===== config.mk =====
export PLATFORM = sky130hd
export DESIGN_NAME = mac_rx_host_if
export DESIGN_NICKNAME = d
export VERILOG_FILES = /design/src/rtl/mac_rx_pkg.sv /design/src/rtl/rx_frame_track.sv /design/src/rtl/rx_out_stage.sv /design/src/rtl/rx_ovf_mon.sv /design/src/rtl/mac_rx_host_if.sv
export SDC_FILE = /design/constraint.sdc
export NUM_CORES = 1
export LEC_CHECK = 0
export BUFFER_PORTS_ARGS = -buffer_cell sky130_fd_sc_hd__buf_2
export CAP_MARGIN = 25
export CORE_MARGIN = 10
export CORE_UTILIZATION = 28
export DETAILED_ROUTE_END_ITERATION = 7
export PLACE_DENSITY_LB_ADDON = 0.25
export SLEW_MARGIN = 0
export SYNTH_ARGS = -nofsm -noshare
export SYNTH_HDL_FRONTEND = slang
export SYNTH_SLANG_ARGS = --single-unit

===== constraint.sdc =====
create_clock -name clk -period 1.18 [get_ports clk]
set_clock_uncertainty 0.1 [all_clocks]
set_input_delay 0.118 -clock clk [delete_from_list [all_inputs] [get_ports clk]]
set_output_delay 0.118 -clock clk [all_outputs]
set_load 0.01 [all_outputs]

===== src/rtl/mac_rx_pkg.sv =====
// Package: shared width and the beat record that passes from the frame
// tracker to the output stage. Assumes byte-wide line data.
package mac_rx_pkg;
    parameter int RX_BYTE_W = 8;

    typedef struct packed {
        logic [RX_BYTE_W-1:0] data;
        logic                 sop;
        logic                 eop;
        logic                 abrt;
    } rx_beat_t;
endpackage


===== src/rtl/rx_frame_track.sv =====
// Frame tracker: decides which line bytes belong to an open frame and marks
// them with start, end and abort. An abort seen without a byte is kept
// pending and applied to the next byte. Assumes at most one byte per clock.
module rx_frame_track
    import mac_rx_pkg::*;
(
    input  logic                 clk,
    input  logic                 rst_n,
    input  logic                 line_valid,
    input  logic [RX_BYTE_W-1:0] line_data,
    input  logic                 line_sof,
    input  logic                 line_eof,
    input  logic                 line_abort,
    output logic                 beat_load,
    output rx_beat_t             beat
);
    logic in_frame_q;
    logic abort_pend_q;
    logic start;

    // Classify the current line byte and build its markers.
    always_comb begin
        start      = line_valid && line_sof;
        beat_load  = line_valid && (in_frame_q || start);
        beat.data  = line_data;
        beat.sop   = start;
        beat.abrt  = line_abort || abort_pend_q;
        beat.eop   = line_eof || beat.abrt;
    end

    // Track frame membership and a pending abort.
    always_ff @(posedge clk) begin
        if (!rst_n) begin
            in_frame_q   <= 1'b0;
            abort_pend_q <= 1'b0;
        end else if (beat_load) begin
            abort_pend_q <= 1'b0;
            in_frame_q   <= !beat.eop;
        end else if (line_abort && in_frame_q) begin
            abort_pend_q <= 1'b1;
        end
    end


    pend_in_frame_chk: assert property (@(posedge clk) disable iff (!rst_n)
        abort_pend_q |-> in_frame_q);
endmodule


===== src/rtl/rx_out_stage.sv =====
// Output stage: one register level that shows each accepted byte to the
// host for one cycle. Start-of-packet is held until the host acknowledges.
// The host cannot stall this stage.
module rx_out_stage
    import mac_rx_pkg::*;
(
    input  logic                 clk,
    input  logic                 rst_n,
    input  logic                 beat_load,
    input  rx_beat_t             beat,
    input  logic                 host_ack,
    output logic                 host_sop,
    output logic                 host_dvalid,
    output logic [RX_BYTE_W-1:0] host_data,
    output logic                 host_eop,
    output logic                 host_abort
);
    // Register the byte and its single-cycle markers.
    always_ff @(posedge clk) begin
        if (!rst_n) begin
            host_dvalid <= 1'b0;
            host_data   <= '0;
            host_eop    <= 1'b0;
            host_abort  <= 1'b0;
        end else begin
            host_dvalid <= beat_load;
            host_eop    <= beat_load && beat.eop;
            host_abort  <= beat_load && beat.abrt;
            if (beat_load) host_data <= beat.data;
        end
    end

    // Hold start-of-packet until an acknowledge is sampled.
    always_ff @(posedge clk) begin
        if (!rst_n)                    host_sop <= 1'b0;
        else if (beat_load && beat.sop) host_sop <= 1'b1;
        else if (host_ack)             host_sop <= 1'b0;
    end


    sop_hold_chk: assert property (@(posedge clk) disable iff (!rst_n)
        (host_sop && !host_ack) |=> host_sop);

    eop_with_data_chk: assert property (@(posedge clk) disable iff (!rst_n)
        host_eop |-> host_dvalid);

    abort_ends_chk: assert property (@(posedge clk) disable iff (!rst_n)
        host_abort |-> host_eop);
endmodule


===== src/rtl/rx_ovf_mon.sv =====
// Overflow monitor: flags any presented byte the host did not acknowledge,
// as a one-cycle pulse and as a sticky bit. A new overflow wins over a clear.
module rx_ovf_mon (
    input  logic clk,
    input  logic rst_n,
    input  logic host_dvalid,
    input  logic host_ack,
    input  logic ovf_clear,
    output logic ovf_pulse,
    output logic ovf_sticky
);
    logic miss;

    // A missed byte is one shown without acknowledge.
    always_comb miss = host_dvalid && !host_ack;

    // Register the pulse and update the sticky bit.
    always_ff @(posedge clk) begin
        if (!rst_n) begin
            ovf_pulse  <= 1'b0;
            ovf_sticky <= 1'b0;
        end else begin
            ovf_pulse <= miss;
            if (miss)           ovf_sticky <= 1'b1;
            else if (ovf_clear) ovf_sticky <= 1'b0;
        end
    end


    sticky_follows_chk: assert property (@(posedge clk) disable iff (!rst_n)
        ovf_pulse |-> ovf_sticky);

    ovf_cause_chk: assert property (@(posedge clk) disable iff (!rst_n)
        ovf_pulse |-> $past(host_dvalid));
endmodule


===== src/rtl/mac_rx_host_if.sv =====
// Top: connects the frame tracker, the output stage and the overflow
// monitor. All logic runs on one 125 MHz clock with synchronous reset.
module mac_rx_host_if
    import mac_rx_pkg::*;
(
    input  logic                 clk,
    input  logic                 rst_n,
    input  logic                 line_valid,
    input  logic [RX_BYTE_W-1:0] line_data,
    input  logic                 line_sof,
    input  logic                 line_eof,
    input  logic                 line_abort,
    input  logic                 host_ack,
    input  logic                 ovf_clear,
    output logic                 host_sop,
    output logic                 host_dvalid,
    output logic [RX_BYTE_W-1:0] host_data,
    output logic                 host_eop,
    output logic                 host_abort,
    output logic                 ovf_pulse,
    output logic                 ovf_sticky
);
    logic     beat_load;
    rx_beat_t beat;

    rx_frame_track u_track (
        .clk(clk), .rst_n(rst_n), .line_valid(line_valid),
        .line_data(line_data), .line_sof(line_sof), .line_eof(line_eof),
        .line_abort(line_abort), .beat_load(beat_load), .beat(beat)
    );

    rx_out_stage u_out (
        .clk(clk), .rst_n(rst_n), .beat_load(beat_load), .beat(beat),
        .host_ack(host_ack), .host_sop(host_sop), .host_dvalid(host_dvalid),
        .host_data(host_data), .host_eop(host_eop), .host_abort(host_abort)
    );

    rx_ovf_mon u_ovf (
        .clk(clk), .rst_n(rst_n), .host_dvalid(host_dvalid),
        .host_ack(host_ack), .ovf_clear(ovf_clear),
        .ovf_pulse(ovf_pulse), .ovf_sticky(ovf_sticky)
    );


    sop_with_data_chk: assert property (@(posedge clk) disable iff (!rst_n)
        $rose(host_sop) |-> host_dvalid);
endmodule


==> flow_metrics.tcl, run 1 <==
set metrics [dict create \
    status "finished, final reports clean" \
    nFillCells 210 \
    syn_avg_cell_area_um2 11.3 \
    start_util_pct 29.1 \
    cts_num_sinks 16 \
    slew_headroom_pct 77.3 \
    area_growth_pct 53.5 \
    clk_pin_slew_ps 90 \
    clock_latency_ps 290 \
    dr_total_vias 508 \
    drc 0 \
    cp-start-kind "primary input" \
    grt_start_max_net_pins 11 \
    viasPerCell 4.27 \
    io_pins 30 \
    rows 16 \
    rsz0062_at_grt "false" \
    ctsResizeCount 0 \
    syn_inst 50 \
    ant_nets 0 \
    num_antenna_cells 0 \
    die_x_um 64.9 \
    tns_ps 0 \
    die_area_um2 4220 \
    arrival_ps 1240 \
    yosysSeqAreaShare_pct 56.6 \
    final_layout_size_suffix_gt1_share_pct 39.1 \
    synth_area_um2 566 \
    grt_overflow 0 \
    leakage_nw 0.405 \
    drt_iter0_markers 5 \
    timing.fmax_mhz 871 \
    yosysUniqueCellTypes 14 \
    worstMarginPinSlew_ps 340 \
    mostFrequentLayoutCells "buf_2 (29), dfxtp_1 (16), dlygate4sd3_1 (11)" \
    final_common_cell "buf_2" \
    dr.pass1.iters 2 \
    core_region_area_um2 1940 \
    crit_path_max_fanout 3 \
    hold_path.class "in -> reg" \
    finalWirelength_um 1410 \
    hold_violations 0 \
    finalSetupViolCount 0 \
    ctsHoldBuffers 11 \
    maxSlewViolCount 0 \
    synthesis.nets 66 \
    die_height_um 64.9 \
    worstPathRequired_ps 1270 \
    hold_slack_ps 8.64 \
    h-tree-depth 1 \
    root_buffer "clkbuf_4" \
    final_nets 109 \
    antenna_found_initial 0 \
    r2r-start "u_track.in_frame_q$_SDFFE_PN0P_" \
    grt_use_total_pct 6.98 \
    dp_hpwl_um 1050 \
    postCtsSetupBuffers 0 \
    fin_total_pwr_mw 1.07 \
    grt_pass1_wl_um 2350 \
    cts_tree "built" \
    yosysWarnings 0 \
    cts.path.max_buffers 2 \
    place_congestion 0.639 \
    cp-end-kind "flop" \
    synth.ff_latch_count 16 \
    fin_crit_ps 1150 \
    fin_crit_sh_pct 97.3 \
    grt_pass1_vias 516 \
    hold_start "host_ack" \
    port_buffers 29 \
    cellPowerDensity_nw_per_um2 1240 \
    drv_cap 0 \
    peakVddDrop_mv 0.722 \
    cts_buffers 3 \
    wl_per_cell_um 11.9 \
    worst-setup-path-type "in -> reg" \
    crit_start "line_abort" \
]
## worst max-delay path: stages
cell and delay [ps]:
dlygate4sd3_1 530, buf_2 140, o31a_1 290, and3b_1 160
## registers in the layout (all words and copies together) (netlist names)
| signal | count |
|---|---|
| u_out.host_data | 8 |
| u_out.host_abort | 1 |
| u_out.host_dvalid | 1 |
| u_out.host_eop | 1 |
| u_out.host_sop | 1 |
| u_ovf.ovf_pulse | 1 |
| u_ovf.ovf_sticky | 1 |
| u_track.abort_pend_q | 1 |
| u_track.in_frame_q | 1 |
## layer usage
metal | vias to the layer above | wire length, µm | global-route usage (%)
met5 | - | 0 | 0
met4 | 0 | 17 | 3.21
met3 | 5 | 127 | 4.12
met2 | 18 | 651 | 11.0
met1 | 222 | 616 | 7.37
li1 | 263 | - | -
## report_power, final
group	internal [mW]	switching [mW]
clock network	0.188	0.167
logic	0.0794	0.0630
registers	0.564	0.0106
## synth_stat cells, drive strengths merged
| cell type | number | area (µm²) |
|---|---|---|
| a21boi | 1 | 7.51 |
| a21oi | 2 | 10.0 |
| and3b | 2 | 17.5 |
| buf | 3 | 30.0 |
| dfxtp | 16 | 320 |
| nand2 | 10 | 37.5 |
| nand2b | 1 | 6.26 |
| nor3b | 2 | 25.0 |
| o211a | 1 | 10.0 |
| o21a | 2 | 15.0 |
| o21bai | 1 | 7.51 |
| o2bb2ai | 8 | 70.1 |
| o31a | 1 | 8.76 |
## logic make-up after synthesis
family                 share of synthesized area (%)
AO/OA/AOI/OAI                                   22.8
flip-flops                                      56.6
AND/OR/NAND/NOR                                 15.3
buffers and inverters                           5.31
## cell type report
class / instances / area [µm²] / area share (%)
clock buffer: 4 / 36.3 / 4.18
multi-input combinational: 31 / 215 / 24.8
timing repair buffer: 41 / 263 / 30.3
tap: 27 / 33.8 / 3.89
sequential: 16 / 320 / 36.9
## metrics by stage
| stage | util, % | setup WS (ps) | instance area [µm²] | cells |
|---|---|---|---|---|
| 4_1_cts | 44.7 | 43.4 | 868 | 119 |
| 5_1_grt | 44.7 | 12.5 | 868 | 119 |
| 6_report | 44.7 | 31.4 | 868 | 119 |
| 3_5_place_dp | 37.2 | 102 | 722 | 104 |
| 3_3_place_gp | 37.2 | 123 | 722 | 104 |
| 2_1_floorplan | - | 201 | 566 | 50 |
## worst paths after layout
kind	depth (start not counted)	slack [ps]	end
max	4	30	u_out.host_eop$_SDFF_PN0_
min reg2reg	2	360	u_out.host_data[1]$_SDFFE_PN0P_
max reg2reg	2	100	u_out.host_data[0]$_SDFFE_PN0P_
min	3	9	u_out.host_sop$_SDFFE_PN0P_
(Power assumes the default switching activity.)
==> inputs of run 2 (changes only) <==
--- a/config.mk
+++ b/config.mk
@@ -5,6 +5,7 @@
 export SDC_FILE = /design/constraint.sdc
 export NUM_CORES = 1
 export LEC_CHECK = 0
+export ABC_AREA = 1
 export BUFFER_PORTS_ARGS = -buffer_cell sky130_fd_sc_hd__buf_2
 export CAP_MARGIN = 25
 export CORE_MARGIN = 10
==> run 2 against run 1 <==
- clock-buffer cell count unchanged
- cell count increased by 16%
- maximum frequency increased by 14%
- sequential cell count unchanged
- wire length increased by 18%
- non-clock buffer count increased by 2
- register-to-register slack improved by 130 ps
- power increased by 2.3%
- global-route usage increased by 0.95 points
- first-iteration DRC count increased to 5.0 times the previous value
- critical path depth decreased by 3
- sequential power decreased by 0.7%
- largest cell class unchanged
==> flow_metrics.tcl, run 2 <==
set metrics [dict create \
    area_growth_pct 51.7 \
    num_antenna_cells 0 \
    drc 0 \
    worst-setup-path-type "reg -> out" \
    cp-end-kind "primary output" \
    drv_cap 0 \
    maxSlewViolCount 0 \
    async_flop_share_pct 0 \
    dp_hpwl_um 1250 \
    place_congestion 0.742 \
    die_height_um 66.4 \
    cts.path.max_buffers 2 \
    mostFrequentLayoutCells "buf_2 (29), dfxtp_1 (16), nand2_1 (13)" \
    ys.flop_type "dfxtp_1" \
    postCtsSetupBuffers 0 \
    synthAdderAreaFrac_pct 0 \
    cp_num_buf_inv 1 \
    die_x_um 66.4 \
    grt_use_total_pct 7.93 \
    final_nets 128 \
    use_met2_pct 12.1 \
    status "finished, final reports clean" \
    hold_violations 0 \
    fin_crit_ps 1010 \
    hold_path.class "in -> reg" \
    synth-simple-area-share_pct 33.2 \
    antenna_found_initial 0 \
    syn_inst 68 \
    cts_tree "built" \
    top_register "u_out.host_data" \
    nFillCells 208 \
    drt_iter0_markers 25 \
    critical_path.cell_chain "buf_2" \
    yosysTopAreaCell "dfxtp_1" \
    cp-start-kind "flop" \
    final_common_cell "buf_2" \
    h-tree-depth 1 \
    grt_pass1_wl_um 2760 \
    stdcell_area_um2 915 \
    arrival_ps 790 \
    fin_crit_sh_pct 85.3 \
    io_pins 30 \
    gr-max-usage-layer "met2" \
    largest_register_ffs 8 \
    rows 16 \
    synth_area_leaders "dfxtp_1 (53%), nand4_1 (8.3%), nand2_1 (8.1%), nand3_1 (6.6%), nand2_2 (3.1%)" \
    crit_path_max_fanout 2 \
    core_region_area_um2 2000 \
    finalSetupViolCount 0 \
    synth_area_um2 603 \
    yosysMostFrequentCell "dfxtp_1" \
    start_util_pct 30.1 \
    slowest_stage "dfxtp_1" \
    rsz0062_at_grt "false" \
    finalWirelength_um 1670 \
    worstMarginPinSlew_ps 190 \
    synth.ff_latch_count 16 \
    synth_mux_area_share_pct 0 \
    leakage_nw 0.467 \
    ant_nets 0 \
    yosysTopAreaCellShare_pct 53.1 \
    root_buffer "clkbuf_4" \
    cts_num_sinks 16 \
    dr.pass1.iters 4 \
    synthesis.nets 84 \
    synth_edf_count 0 \
    tns_ps 0 \
    cts_buffers 3 \
    grt_overflow 0 \
    viasPerCell 4.41 \
    placed_cell_area_um2 778 \
    cellPowerDensity_nw_per_um2 1200 \
    grt_pass1_vias 621 \
    timing.fmax_mhz 994 \
    final_layout_size_suffix_gt1_share_pct 41.4 \
    slew_headroom_pct 87.3 \
    port_buffers 29 \
    use_met3_pct 4.75 \
    synth_top_family_by_area "simple AND/OR/NAND/NOR gates" \
    peakVddDrop_mv 1.03 \
    r2r_slack_ps 230 \
    clk_pin_slew_ps 100 \
    wl_per_cell_um 12.1 \
    worstPathRequired_ps 960 \
    synth-xor-area-share_pct 0 \
    yosysSeqAreaShare_pct 53.1 \
    grt_start_max_net_pins 12 \
    met1_usage_pct 9.05 \
    synthTopCellsByCount "dfxtp_1 (16), nand2_1 (13), nand3_1 (8), nand4_1 (8), nor2_1 (4)" \
    ctsResizeCount 0 \
    clock_latency_ps 290 \
    die_area_um2 4410 \
    syn_avg_cell_area_um2 8.87 \
    critical-path-max-stage-delay_ps 360 \
    fin_cells 138 \
    yosysUniqueCellTypes 18 \
    fin_total_pwr_mw 1.10 \
    yosysWarnings 0 \
    dr_total_vias 608 \
    postLayoutCoreUtil_pct 45.7 \
    place_inst 124 \
    synth_compound_gate_area_share_pct 5.60 \
    critPathTopFamily "flip-flops" \
]
run 2: changes by cell type in the layout (fill, tap and decap cells not counted), moves of 3 or more:
cell,delta
buf_4,+3
inv_1,+3
nand2_1,+3
nand2_2,+3
nand3_1,+8
nand4_1,+8
nor2_1,+4
o2bb2ai_1,-8
run 2: final cells by class:
cell class	count	area, µm²	share of cell area (%)
clock buffer	4	36.3	3.97
inverter	4	15.0	1.64
multi-input combinational	44	234	25.6
sequential	16	320	35.0
tap	27	33.8	3.69
timing repair buffer	43	275	30.1
run 2: per-stage QoR:
| stage | setup slack, ps | hold WS [ps] |
|---|---|---|
| floorplan | 300 | 132 |
| global placement | 254 | 223 |
| detailed placement | 221 | 233 |
| CTS | 180 | 1.29 |
| global route | 117 | 3.16 |
| finish | 174 | 0.471 |
run 2: kinds of logic after synthesis:
family / Yosys count
buf+inv: 8
simple gates: 39
compound gates: 5
flops: 16
run 2: worst paths after layout:
path | startpoint | to | cells past startpoint
worst max-delay path | u_out.host_data[0]$_SDFFE_PN0P_ | host_data[0] | 1
worst min-delay path | line_valid | u_track.in_frame_q$_SDFFE_PN0P_ | 2
worst max register to register | u_track.in_frame_q$_SDFFE_PN0P_ | u_out.host_data[3]$_SDFFE_PN0P_ | 4
worst min register to register | u_out.host_sop$_SDFFE_PN0P_ | u_out.host_sop$_SDFFE_PN0P_ | 2
run 2: report_power, final:
part | switching (mW) | total (mW) | internal (mW) | leakage, nW
logic | 0.0847 | 0.164 | 0.0795 | 0.315
registers | 0.00982 | 0.571 | 0.561 | 0.130
clock network | 0.174 | 0.362 | 0.188 | 0.0210
run 2: metal layers:
layer	up-vias	part of all wire (%)	wire length, µm
met5	-	0	0
met4	0	0.54	9
met3	2	7.4	124
met2	21	46	769
met1	272	46	764
li1	313	-	-
run 2: what timing repair did:
| action | 4_1_cts | 5_1_grt |
|---|---|---|
| hold buffers | 10 | 0 |
| hold endpoints to repair | 11 | 0 |
| endpoints found under the setup margin | 0 | 0 |
==> inputs of run 3 (changes only) <==
--- a/config.mk
+++ b/config.mk
@@ -9,7 +9,7 @@
 export BUFFER_PORTS_ARGS = -buffer_cell sky130_fd_sc_hd__buf_2
 export CAP_MARGIN = 25
 export CORE_MARGIN = 10
-export CORE_UTILIZATION = 28
+export CORE_UTILIZATION = 40
 export DETAILED_ROUTE_END_ITERATION = 7
 export PLACE_DENSITY_LB_ADDON = 0.25
 export SLEW_MARGIN = 0
==> constraint.sdc (replaced) <==
create_clock -name clk -period 1.18 [get_ports clk]
set_clock_uncertainty 0.1 [all_clocks]
set_input_delay 0.059 -clock clk [delete_from_list [all_inputs] [get_ports clk]]
set_output_delay 0.059 -clock clk [all_outputs]
set_load 0.01 [all_outputs]
==> run 3 against run 2 <==
- die area is 22% lower
- first-iteration DRC count fell by 88%
- via count shrank 0.66%
- highest routed layer unchanged
- critical path depth increased by 5
- worst hold slack better by 10 ps
- wire length shrank 5.9%
- non-clock buffer count rose by 1
- combinational power about the same
- sequential share of layout area did not move
- core utilization increased by 21 points
- register-to-register slack got worse by 20 ps
- critical endpoint is now u_out.host_data[7]$_SDFFE_PN0P_
==> flow_metrics.tcl, run 3 (synthesized netlist as in run 2, its figures left out) <==
set metrics [dict create \
    status "finished, final reports clean" \
    dp_hpwl_um 1150 \
    finalWirelength_um 1570 \
    cts_num_sinks 16 \
    critical_path.cell_chain "dlygate4sd3_1 -> buf_2 -> o21ai_2 -> buf_4 -> nand3_1 -> nand2_1" \
    place_inst 110 \
    hold_violations 0 \
    viasPerCell 4.76 \
    cp-start-kind "primary input" \
    cellPowerDensity_nw_per_um2 1210 \
    p_comb_share_pct 14.9 \
    peakVddDrop_mv 0.884 \
    root_buffer "clkbuf_4" \
    wl_per_cell_um 12.4 \
    stdcell_area_um2 915 \
    fin_crit_sh_pct 87.7 \
    dr_total_vias 604 \
    critical-path-max-stage-delay_ps 530 \
    die_area_um2 3460 \
    start_util_pct 44.1 \
    grt_use_total_pct 9.53 \
    die_height_um 58.8 \
    maxSlewViolCount 0 \
    port_buffers 29 \
    grt_pass1_wl_um 2660 \
    place_congestion 0.707 \
    worst-setup-path-type "in -> reg" \
    antenna_found_initial 0 \
    hold_path.class "in -> reg" \
    cts.path.max_buffers 2 \
    p_int_mw 0.831 \
    fin_cells 127 \
    clock_latency_ps 290 \
    final_nets 129 \
    worstMarginPinSlew_ps 348 \
    grt_pass1_vias 637 \
    ctsResizeCount 0 \
    power_switching_mw 0.273 \
    dr.pass1.iters 3 \
    fin_crit_ps 1030 \
    nFillCells 127 \
    timing.fmax_mhz 966 \
    ctsHoldBuffers 13 \
    slowest_stage "dlygate4sd3_1" \
    drv_cap 0 \
    multi_input_area_um2 234 \
    rows 13 \
    cp-end-kind "flop" \
    cts_buffers 3 \
    grt_start_max_net_pins 21 \
    mostFrequentLayoutCells "buf_2 (29), dfxtp_1 (16), nand2_1 (13), dlygate4sd3_1 (13)" \
    area_growth_pct 51.7 \
    rsz0062_at_grt "false" \
    final_layout_size_suffix_gt1_share_pct 39.3 \
    clk_pin_slew_ps 90 \
    finalSetupViolCount 0 \
    num_antenna_cells 0 \
    seqCellArea_um2 320 \
    top_register "u_out.host_data" \
    cts_tree "built" \
    postCtsSetupBuffers 0 \
    grt_overflow 0 \
    slew_headroom_pct 76.8 \
    leakage_nw 0.469 \
    ant_nets 0 \
    tns_ps 0 \
    final_common_cell "buf_2" \
    hold_slack_ps 10.8 \
    h-tree-depth 1 \
    drt_iter0_markers 3 \
    critPathTopFamily "buffers and inverters" \
    io_pins 30 \
    placed_cell_area_um2 748 \
    core_region_area_um2 1370 \
    largest_register_ffs 8 \
    cp_num_buf_inv 3 \
    swShare_pct 24.7 \
    die_x_um 58.8 \
    arrival_ps 1170 \
    worstPathRequired_ps 1320 \
    p_clk_share_pct 33.4 \
    p_seq_share_pct 51.8 \
    drc 0 \
    crit_path_max_fanout 6 \
]
## run 3: cell types whose count changed in the layout (fill, tap and decap cells not counted)
| cell | before | now |
|---|---|---|
| buf_4 | 4 | 2 |
| dlygate4sd3_1 | 10 | 13 |
## run 3: stage by stage
stage,total power [mW],utilization [%],setup WS (ps)
global route,1.15,66.9,95.7
floorplan,0.662,-,300
global placement,0.715,54.8,262
CTS,1.11,66.9,144
detailed placement,0.717,54.8,252
finish,1.10,66.9,145
## run 3: power groups by stage
stage / sequential, mW / combinational, mW / clock (mW)
CTS: 0.572 / 0.166 / 0.377
finish: 0.572 / 0.164 / 0.369
global placement: 0.584 / 0.132 / 0
floorplan: 0.593 / 0.0687 / 0
global route: 0.575 / 0.183 / 0.392
detailed placement: 0.584 / 0.133 / 0
## run 3: worst paths after layout
path | startpoint | endpoint | slack, ps | depth (start not counted)
setup / recovery | line_sof | u_out.host_data[7]$_SDFFE_PN0P_ | 150 | 6
hold reg to reg | u_out.host_sop$_SDFFE_PN0P_ | u_out.host_sop$_SDFFE_PN0P_ | 360 | 2
hold / removal | line_valid | u_out.host_eop$_SDFF_PN0_ | 10 | 3
setup reg to reg | u_track.in_frame_q$_SDFFE_PN0P_ | u_out.host_data[7]$_SDFFE_PN0P_ | 210 | 4
## run 3: per-layer routing
layer	track usage, %	part of all wire (%)	vias up
met2	16.2	47	22
li1	-	-	314
met4	3.93	1.2	0
met1	9.52	41	266
met5	0	0	-
met3	4.94	11	2
## run 3: layout make-up
class	instances	area share, %
inverter	4	1.64
tap	15	2.05
sequential	16	35.0
clock buffer	4	3.97
timing repair buffer	44	31.7
multi-input combinational	44	25.6
## run 3: worst min-delay path: cells and delay by family
| kind | cells | cell delay (ps) |
|---|---|---|
| buffers and inverters | 1 | 180 |
| and+or+nand+nor | 2 | 120 |
